### src/rtl/loc_irq_pkg.sv
package loc_irq_pkg;
  localparam int DW = 32;
  localparam int GLOBAL_BIT = 31;
  localparam int BIT_DAVAIL = 0;
  localparam int BIT_STSVAL = 1;
  localparam int BIT_LOCCHG = 2;
  localparam int BIT_CMDRDY = 7;
  localparam logic [DW-1:0] INT_MASK =
    (32'd1 << BIT_DAVAIL) | (32'd1 << BIT_STSVAL) | (32'd1 << BIT_LOCCHG) | (32'd1 << BIT_CMDRDY);
  localparam logic [DW-1:0] POL_MASK = 32'h0000_0018;
  localparam logic [DW-1:0] EN_WR_MASK = (32'd1 << GLOBAL_BIT) | POL_MASK | INT_MASK;
  localparam logic [DW-1:0] EN_RESET = 32'h0000_0008;

  typedef enum logic [1:0] {
    SEL_EN  = 2'd0,
    SEL_VEC = 2'd1,
    SEL_STS = 2'd2,
    SEL_RSV = 2'd3
  } regSel_e;

  typedef struct packed {
    logic          enWr;
    logic          stsClr;
    logic          evtSet;
    logic [DW-1:0] laneMask;
    logic [DW-1:0] setBits;
  } strobe_t;
endpackage

### src/rtl/loc_irq_ctrl_unit.sv
module loc_irq_ctrl_unit
  import loc_irq_pkg::*;
#(
  parameter int NUM_LOC = 5,
  parameter int LOC_W = 3
) (
  input  logic             activeValid,
  input  logic [LOC_W-1:0] activeLoc,
  input  logic             evtValid,
  input  logic [LOC_W-1:0] evtLoc,
  input  logic [3:0]       evtKind,
  input  logic [LOC_W-1:0] regLoc,
  input  logic [1:0]       regSel,
  input  logic             wrEn,
  input  logic [3:0]       wrBe,
  output strobe_t          stb
);
  localparam logic [LOC_W-1:0] LAST_LOC = LOC_W'(NUM_LOC - 1);

  logic ownerWr;

  assign ownerWr = wrEn && activeValid && (regLoc == activeLoc) && (regLoc <= LAST_LOC);

  always_comb begin
    stb = '0;
    stb.enWr   = ownerWr && (regSel == SEL_EN);
    stb.stsClr = ownerWr && (regSel == SEL_STS);
    stb.evtSet = evtValid && (evtLoc <= LAST_LOC);
    for (int b = 0; b < 4; b++) begin
      stb.laneMask[8*b +: 8] = {8{wrBe[b]}};
    end
    stb.setBits[BIT_DAVAIL] = evtKind[0];
    stb.setBits[BIT_STSVAL] = evtKind[1];
    stb.setBits[BIT_LOCCHG] = evtKind[2];
    stb.setBits[BIT_CMDRDY] = evtKind[3];
  end
endmodule

### src/rtl/loc_irq_datapath.sv
module loc_irq_datapath
  import loc_irq_pkg::*;
#(
  parameter int NUM_LOC = 5,
  parameter int LOC_W = 3
) (
  input  logic                  clk,
  input  logic                  rstN,
  input  strobe_t               stb,
  input  logic [LOC_W-1:0]      wrLoc,
  input  logic [LOC_W-1:0]      evtLoc,
  input  logic [DW-1:0]         wrData,
  output logic [NUM_LOC*DW-1:0] enFlat,
  output logic [NUM_LOC*DW-1:0] stsFlat,
  output logic                  irqOut
);
  logic [NUM_LOC-1:0] anySet;
  logic [NUM_LOC-1:0] lowerReq;

  for (genvar i = 0; i < NUM_LOC; i++) begin : g_bank
    logic [DW-1:0] enQ, stsQ, setHere, clrHere, stsNext;

    always_comb begin
      setHere = '0;
      if (stb.evtSet && evtLoc == LOC_W'(i) && enQ[GLOBAL_BIT]) setHere = stb.setBits & enQ;
      clrHere = '0;
      if (stb.stsClr && wrLoc == LOC_W'(i)) clrHere = wrData & stb.laneMask & INT_MASK;
      stsNext = (stsQ & ~clrHere) | setHere;
    end

    always_ff @(posedge clk) begin
      if (!rstN) begin
        enQ  <= EN_RESET;
        stsQ <= '0;
      end else begin
        if (stb.enWr && wrLoc == LOC_W'(i))
          enQ <= (enQ & ~stb.laneMask) | (wrData & stb.laneMask & EN_WR_MASK);
        stsQ <= stsNext;
      end
    end

    assign anySet[i]   = |setHere;
    assign lowerReq[i] = (|clrHere) && (|stsQ) && (stsNext == '0);
    assign enFlat[i*DW +: DW]  = enQ;
    assign stsFlat[i*DW +: DW] = stsQ;
  end

  always_ff @(posedge clk) begin
    if (!rstN) irqOut <= 1'b0;
    else if (|anySet) irqOut <= 1'b1;
    else if (|lowerReq) irqOut <= 1'b0;
  end
endmodule

### src/rtl/loc_irq_ctrl.sv
module loc_irq_ctrl
  import loc_irq_pkg::*;
#(
  parameter int NUM_LOC = 5,
  parameter int LOC_W = 3,
  parameter logic [31:0] IRQ_VEC = 32'h0000_000A
) (
  input  logic             clk,
  input  logic             rstN,
  input  logic             activeValid,
  input  logic [LOC_W-1:0] activeLoc,
  input  logic             evtValid,
  input  logic [LOC_W-1:0] evtLoc,
  input  logic [3:0]       evtKind,
  input  logic [LOC_W-1:0] regLoc,
  input  logic [1:0]       regSel,
  input  logic             wrEn,
  input  logic [31:0]      wrData,
  input  logic [3:0]       wrBe,
  output logic [31:0]      rdData,
  output logic             irqOut
);
  localparam logic [LOC_W-1:0] LAST_LOC = LOC_W'(NUM_LOC - 1);

  strobe_t stb;
  logic [NUM_LOC*DW-1:0] enFlat;
  logic [NUM_LOC*DW-1:0] stsFlat;

  loc_irq_ctrl_unit #(.NUM_LOC(NUM_LOC), .LOC_W(LOC_W)) u_ctrl (
    .activeValid(activeValid), .activeLoc(activeLoc),
    .evtValid(evtValid), .evtLoc(evtLoc), .evtKind(evtKind),
    .regLoc(regLoc), .regSel(regSel), .wrEn(wrEn), .wrBe(wrBe),
    .stb(stb)
  );

  loc_irq_datapath #(.NUM_LOC(NUM_LOC), .LOC_W(LOC_W)) u_dp (
    .clk(clk), .rstN(rstN), .stb(stb), .wrLoc(regLoc), .evtLoc(evtLoc),
    .wrData(wrData), .enFlat(enFlat), .stsFlat(stsFlat), .irqOut(irqOut)
  );

  always_comb begin
    rdData = '0;
    if (regSel == SEL_VEC) rdData = IRQ_VEC;
    else if (regLoc <= LAST_LOC) begin
      if (regSel == SEL_EN) rdData = enFlat[DW*int'(regLoc) +: DW];
      else if (regSel == SEL_STS) rdData = stsFlat[DW*int'(regLoc) +: DW];
    end
  end
endmodule

### config.mk
export PLATFORM = sky130hd
export DESIGN_NAME = loc_irq_ctrl
export DESIGN_NICKNAME = d
export VERILOG_FILES = /design/src/rtl/loc_irq_pkg.sv /design/src/rtl/loc_irq_ctrl_unit.sv /design/src/rtl/loc_irq_datapath.sv /design/src/rtl/loc_irq_ctrl.sv
export SDC_FILE = /design/constraint.sdc
export NUM_CORES = 1
export LEC_CHECK = 0
export BUFFER_PORTS_ARGS = -buffer_cell sky130_fd_sc_hd__buf_2
export CAP_MARGIN = 20
export CORE_ASPECT_RATIO = 1.1
export CORE_MARGIN = 2
export CORE_UTILIZATION = 40
export DETAILED_ROUTE_END_ITERATION = 7
export GPL_TIMING_DRIVEN = 0
export PLACE_DENSITY = 0.57
export SLEW_MARGIN = 20
export SYNTH_ARGS = -nofsm -noshare
export SYNTH_HDL_FRONTEND = slang
export SYNTH_SLANG_ARGS = --single-unit
### constraint.sdc
create_clock -name clk -period 4.1 [get_ports clk]
set_input_delay 0.82 -clock clk [delete_from_list [all_inputs] [get_ports clk]]
set_output_delay 0.82 -clock clk [all_outputs]
set_load 0.01 [all_outputs]
Word-level counts from Yosys, hierarchy flattened
Cells that the tools add are included.
{"block": "totals", "output_inout_bits": 33, "inputBits": 56, "word_cells": 131, "reg_bits": 321}
{"block": "op_classes", "bitwise": 32, "magnitude_cmp": 2, "n_eq_ne": 11, "n_shift": 2, "n_mux": 16, "reduce_logical": 57}
{"op": "32-bit bitwise AND", "count": 11}
{"op": "32-bit OR", "count": 10}
{"op": "32-bit OR reduction", "count": 10}
{"op": "160-bit by 9-bit indexed part select with 32-bit output", "count": 2}
{"op": "32-bit 2-to-1 mux", "count": 9}
{"op": "8-bit by 32-bit bitwise AND with 32-bit output", "count": 5}
{"op": "32-bit zero test", "count": 5}
{"op": "8-bit NOT with 32-bit output", "count": 5}
{"op": "160-bit OR reduction", "count": 1}
{"op": "8-bit 2-to-1 mux", "count": 5}
{"op": "1-bit logical AND", "count": 36}
{"op": "32-bit NOT", "count": 1}
{"op": "3-bit by 2-bit equality test with 1-bit output, second input constant", "count": 4}
{"op": "3-bit by 1-bit equality test with 1-bit output, second input constant", "count": 2}
{"op": "3-bit equality test, second input constant", "count": 2}
{"op": "3-bit less-or-equal comparator, second input constant", "count": 2}
{"op": "3-bit zero test", "count": 2}
{"op": "5-bit OR reduction", "count": 1}
{"op": "3-bit equality test", "count": 1}
{"op": "2-bit by 1-bit equality test with 1-bit output, second input constant", "count": 1}
{"op": "2-bit equality test, second input constant", "count": 1}
{"op": "2-bit zero test", "count": 1}
{"op": "1-bit 2-to-1 mux", "count": 2}
{"op": "2-bit nonzero test", "count": 1}

Logic depth before layout (Yosys ltp)
{"block": "logic_depth", "ltp_word": 14, "mapped_depth": 8, "ltp_nobuf": 6}

Cells and area by module
Synthesis repeated with hierarchy kept, for this count alone.
{"block": "unflattened", "cells_unflattened": 1773, "hier_area_um2": 15837.7}
{"module": "loc_irq_datapath", "cells_per_inst": 1380, "area_each_um2": 12248.0, "seq_area_each_um2": 6426.2, "instances": 1}
{"module": "loc_irq_ctrl", "cells_per_inst": 316, "area_each_um2": 3006.6, "seq_area_each_um2": 0.0, "instances": 1}
{"module": "loc_irq_ctrl_unit", "cells_per_inst": 77, "area_each_um2": 583.1, "seq_area_each_um2": 0.0, "instances": 1}

Worst setup path after synthesis
OpenSTA, ideal clock, no wires.
{"block": "synth_path", "path_kind": "input -> output", "from": "input port regLoc[0]", "to": "output port rdData[3]", "path_slack_ns": 1.127, "t_arrival_ns": 2.153, "t_required_ns": 3.280, "stages": 5, "n_path_buf": 2, "cell_sequence": "buf_2 -> buf_2 -> mux4_2 -> a221oi_1 -> nor2_1"}
{"block": "synth_between", "elab_chain_len": 5, "elab_cells_between_ends": 7, "cone_classes": "order compare (1); shift (2); mux (4)"}
{"element": "start: declaration", "line_no": "loc_irq_ctrl.sv:15", "text": "input logic [LOC_W-1:0] regLoc,"}
{"element": "160-bit by 9-bit indexed part select with 32-bit output", "line_no": "loc_irq_ctrl.sv:46", "text": "else if (regSel == SEL_STS) rdData = stsFlat[DW*int'(regLoc) +: DW];"}
{"element": "32-bit 2-to-1 mux", "line_no": "loc_irq_ctrl.sv:46"}
{"element": "32-bit 2-to-1 mux", "line_no": "loc_irq_ctrl.sv:45", "text": "if (regSel == SEL_EN) rdData = enFlat[DW*int'(regLoc) +: DW];"}
{"element": "32-bit 2-to-1 mux *", "line_no": "loc_irq_ctrl.sv:44", "text": "else if (regLoc <= LAST_LOC) begin"}
{"element": "32-bit 2-to-1 mux *", "line_no": "loc_irq_ctrl.sv:43", "text": "if (regSel == SEL_VEC) rdData = IRQ_VEC;"}
{"element": "end: declaration", "line_no": "loc_irq_ctrl.sv:20", "text": "output logic [31:0] rdData,"}
Mark *: on every way between the ends. The rest lies on a longest branch, timed or not.

Worst setup path in the final report
{"block": "layout_path", "from": "input port regLoc[2]", "to": "output port rdData[1]"}
Same word-level chain as after synthesis.

==> flow_metrics.tcl <==
set metrics [dict create \
    syn_avg_cell_area_sq_um 10.2 \
    pwr-share-seq 0.500 \
    maxSlewViolCount 0 \
    design.final.nets 856 \
    synthArstFlopShare 0 \
    tns_ns 0 \
    grt_first_pass_wirelength_um 34400 \
    cts.path.max_buffers 2 \
    rsz0062_at_grt "false" \
    grt_max_degree 17 \
    finalCritPeriodShare 0.932 \
    die-width_um 134 \
    start_util 0.406 \
    synth_most_common_cell "dfxtp_1" \
    grt-ovfl-total 0 \
    syn-cell-area_sq_mm 0.00742 \
    cellLeakagePower_nw 3.49 \
    dp.cells 1024 \
    synth.area.top_cells "dfxtp_1 (49%), mux4_2 (10%), and2_1 (9.3%), mux2i_1 (4.9%), a22oi_1 (4.0%)" \
    power.switching_mw 0.825 \
    wl_per_cell_um 20.6 \
    track_usage 0.231 \
    std_cell_rows 52 \
    p_int_mw 2.69 \
    cts_hold_buf 0 \
    required_ns 3.28 \
    peakVddDrop_v 0.000289 \
    hold_path_class "flip-flop to flip-flop" \
    clkTransAtPathRegs_ns 0.06 \
    first_global_vias 6000 \
    pwr-share-clk 0.451 \
    p_per_area_mw_per_mm2 411 \
    end_kind "output pin" \
    fin_util 0.468 \
    ant_nets 0 \
    ctsHtreeMaxLevel 4 \
    cts_tree "yes" \
    via_per_inst 5.56 \
    ys_ff_latch 181 \
    post-cts-setup-buffers 0 \
    area_growth_syn_to_layout_pct 15.3 \
    synth-edff-count 0 \
    cts_resized 0 \
    root_buffer "clkbuf_16" \
    setup_viol 0 \
    drt-initial-drc-count 454 \
    min_path_cells 1 \
    synth_fp_nets 784 \
    yosys.area.top_type_share 0.488 \
    cap_viol_max_count 0 \
    worst_pin_slew_ns 0.782 \
    drive_gt1_frac 0.164 \
    die-height_um 147 \
    drt_wl_total_um 21800 \
    combPwrFrac 0.049 \
    via_count 5876 \
    max_slew_margin 0.479 \
    die-area_sq_mm 0.0197 \
    outcome "finished clean" \
    yosys_most_used_dff "dfxtp_1" \
    drc 0 \
    arrival_ns 3.00 \
    hpwl_um 15800 \
    hold_viol_final 0 \
    drtPass1Iterations 5 \
    worstSetupStartpointType "primary input" \
    io_pins 89 \
    port-buffer-count 53 \
    clkSinkCount 181 \
    layout.cells.non_filler 1056 \
    coreArea_sq_mm 0.0183 \
    synth_common_cells "dfxtp_1 (181), and2_1 (110), nor2_1 (71), a21oi_1 (43), a22oi_1 (40)" \
    synth_cells 728 \
    path_max_fanout 10 \
    switching_share 0.235 \
    skew_ns 0.00898 \
    fmaxAchievable_ghz 0.262 \
    ys_warn_count 0 \
    clock_latency_ns 0.42 \
    synth_cell_types 48 \
    place_congestion 0.924 \
    crit_type "primary input to output pin" \
    antenna_found_initial 2 \
    r2r_cells 6 \
    yosysSeqAreaShare 0.488 \
    numCtsBuffers 17 \
    fin_crit_ns 3.82 \
    synth_area_leader_cell "dfxtp_1" \
]
[area by class of cell]
class / instances / area, sq um
fillers: 1732 / 9720
flip-flops and latches: 181 / 3620
multi-input cells: 497 / 3590
clock buffers: 21 / 470
well taps: 243 / 304
repair buffers: 53 / 265
plain buffers: 44 / 185
clock inverters: 10 / 96.3
inverters: 6 / 22.5
diodes: 1 / 2.50
[cell usage in the layout, fill, tap and decap left out, drive strengths merged, types with 3 or more instances in the layout]
| cell type | n |
|---|---|
| and3 | 20 |
| and2 | 110 |
| a21boi | 3 |
| mux2i | 36 |
| nand4 | 4 |
| clkbuf | 53 |
| a222oi | 7 |
| clkinv | 5 |
| nor2 | 71 |
| nand2 | 32 |
| a21oi | 43 |
| o22ai | 4 |
| a211oi | 3 |
| buf | 65 |
| and3b | 4 |
| a22oi | 40 |
| inv | 9 |
| nand3 | 26 |
| a22o | 3 |
| o21ai | 22 |
| dfxtp | 181 |
| nor2b | 6 |
| nor4 | 5 |
| mux4 | 33 |
[routing by layer]
metal | track usage | wire (um) | part of all wire
met1 | 0.295 | 9400 | 0.43
met2 | 0.385 | 10700 | 0.49
met3 | 0.0521 | 1220 | 0.056
met4 | 0.0814 | 472 | 0.022
met5 | 0 | 13 | 0.00060
[final timing paths]
path / start / end / slack [ns]
worst max register to register: flip-flop / u_dp.irqOut / 2.29
worst max-delay path: regLoc[2] / rdData[1] / 0.28
worst min register to register: u_dp.g_bank[3].enQ[11] / u_dp.g_bank[3].enQ[11] / 0.45
worst min-delay path: u_dp.g_bank[3].enQ[11] / u_dp.g_bank[3].enQ[11] / 0.45
[stage by stage]
stage                     setup slack (ns)  hold slack, ns  cell area, sq um  power [mW]
after floorplan                       1.13           0.424              7420        1.90
after global placement               0.346           0.436              7990        1.97
after detailed placement             0.300           0.440              7990        1.97
after CTS                            0.286           0.457              8560        3.54
after global routing                 0.105           0.464              8560        3.63
final                                0.278           0.452              8560        3.52
[power by group through the flow]
stage               Clock [mW]  Combinational (mW)  Sequential, mW
floorplan                    0              0.0982            1.80
global placement             0               0.172            1.80
detailed placement           0               0.172            1.80
CTS                       1.61               0.172            1.76
global route              1.69               0.186            1.76
finish                    1.59               0.173            1.76
[worst max-delay path, stage by stage]
cell	delay (ns)
buf_2	0.19
clkinv_1	0.27
nor3_1	0.69
buf_2	0.41
a32oi_1	0.14
o22ai_1	0.28
buf_2	0.19
[cell families (layout without fill, tap and decap cells)]
family                    Yosys count  after routing  share of synthesized area
and+or+nand+nor                   291            291                      0.211
other                               0              1                          0
muxes                              71             71                      0.152
DFF                               181            181                      0.488
buffers and inverters              50            134                     0.0280
xor gates and xnor gates            1              1                    0.00371
AOI/OAI and AO/OA                 134            134                      0.117
Power figures use the tool's default switching activity.
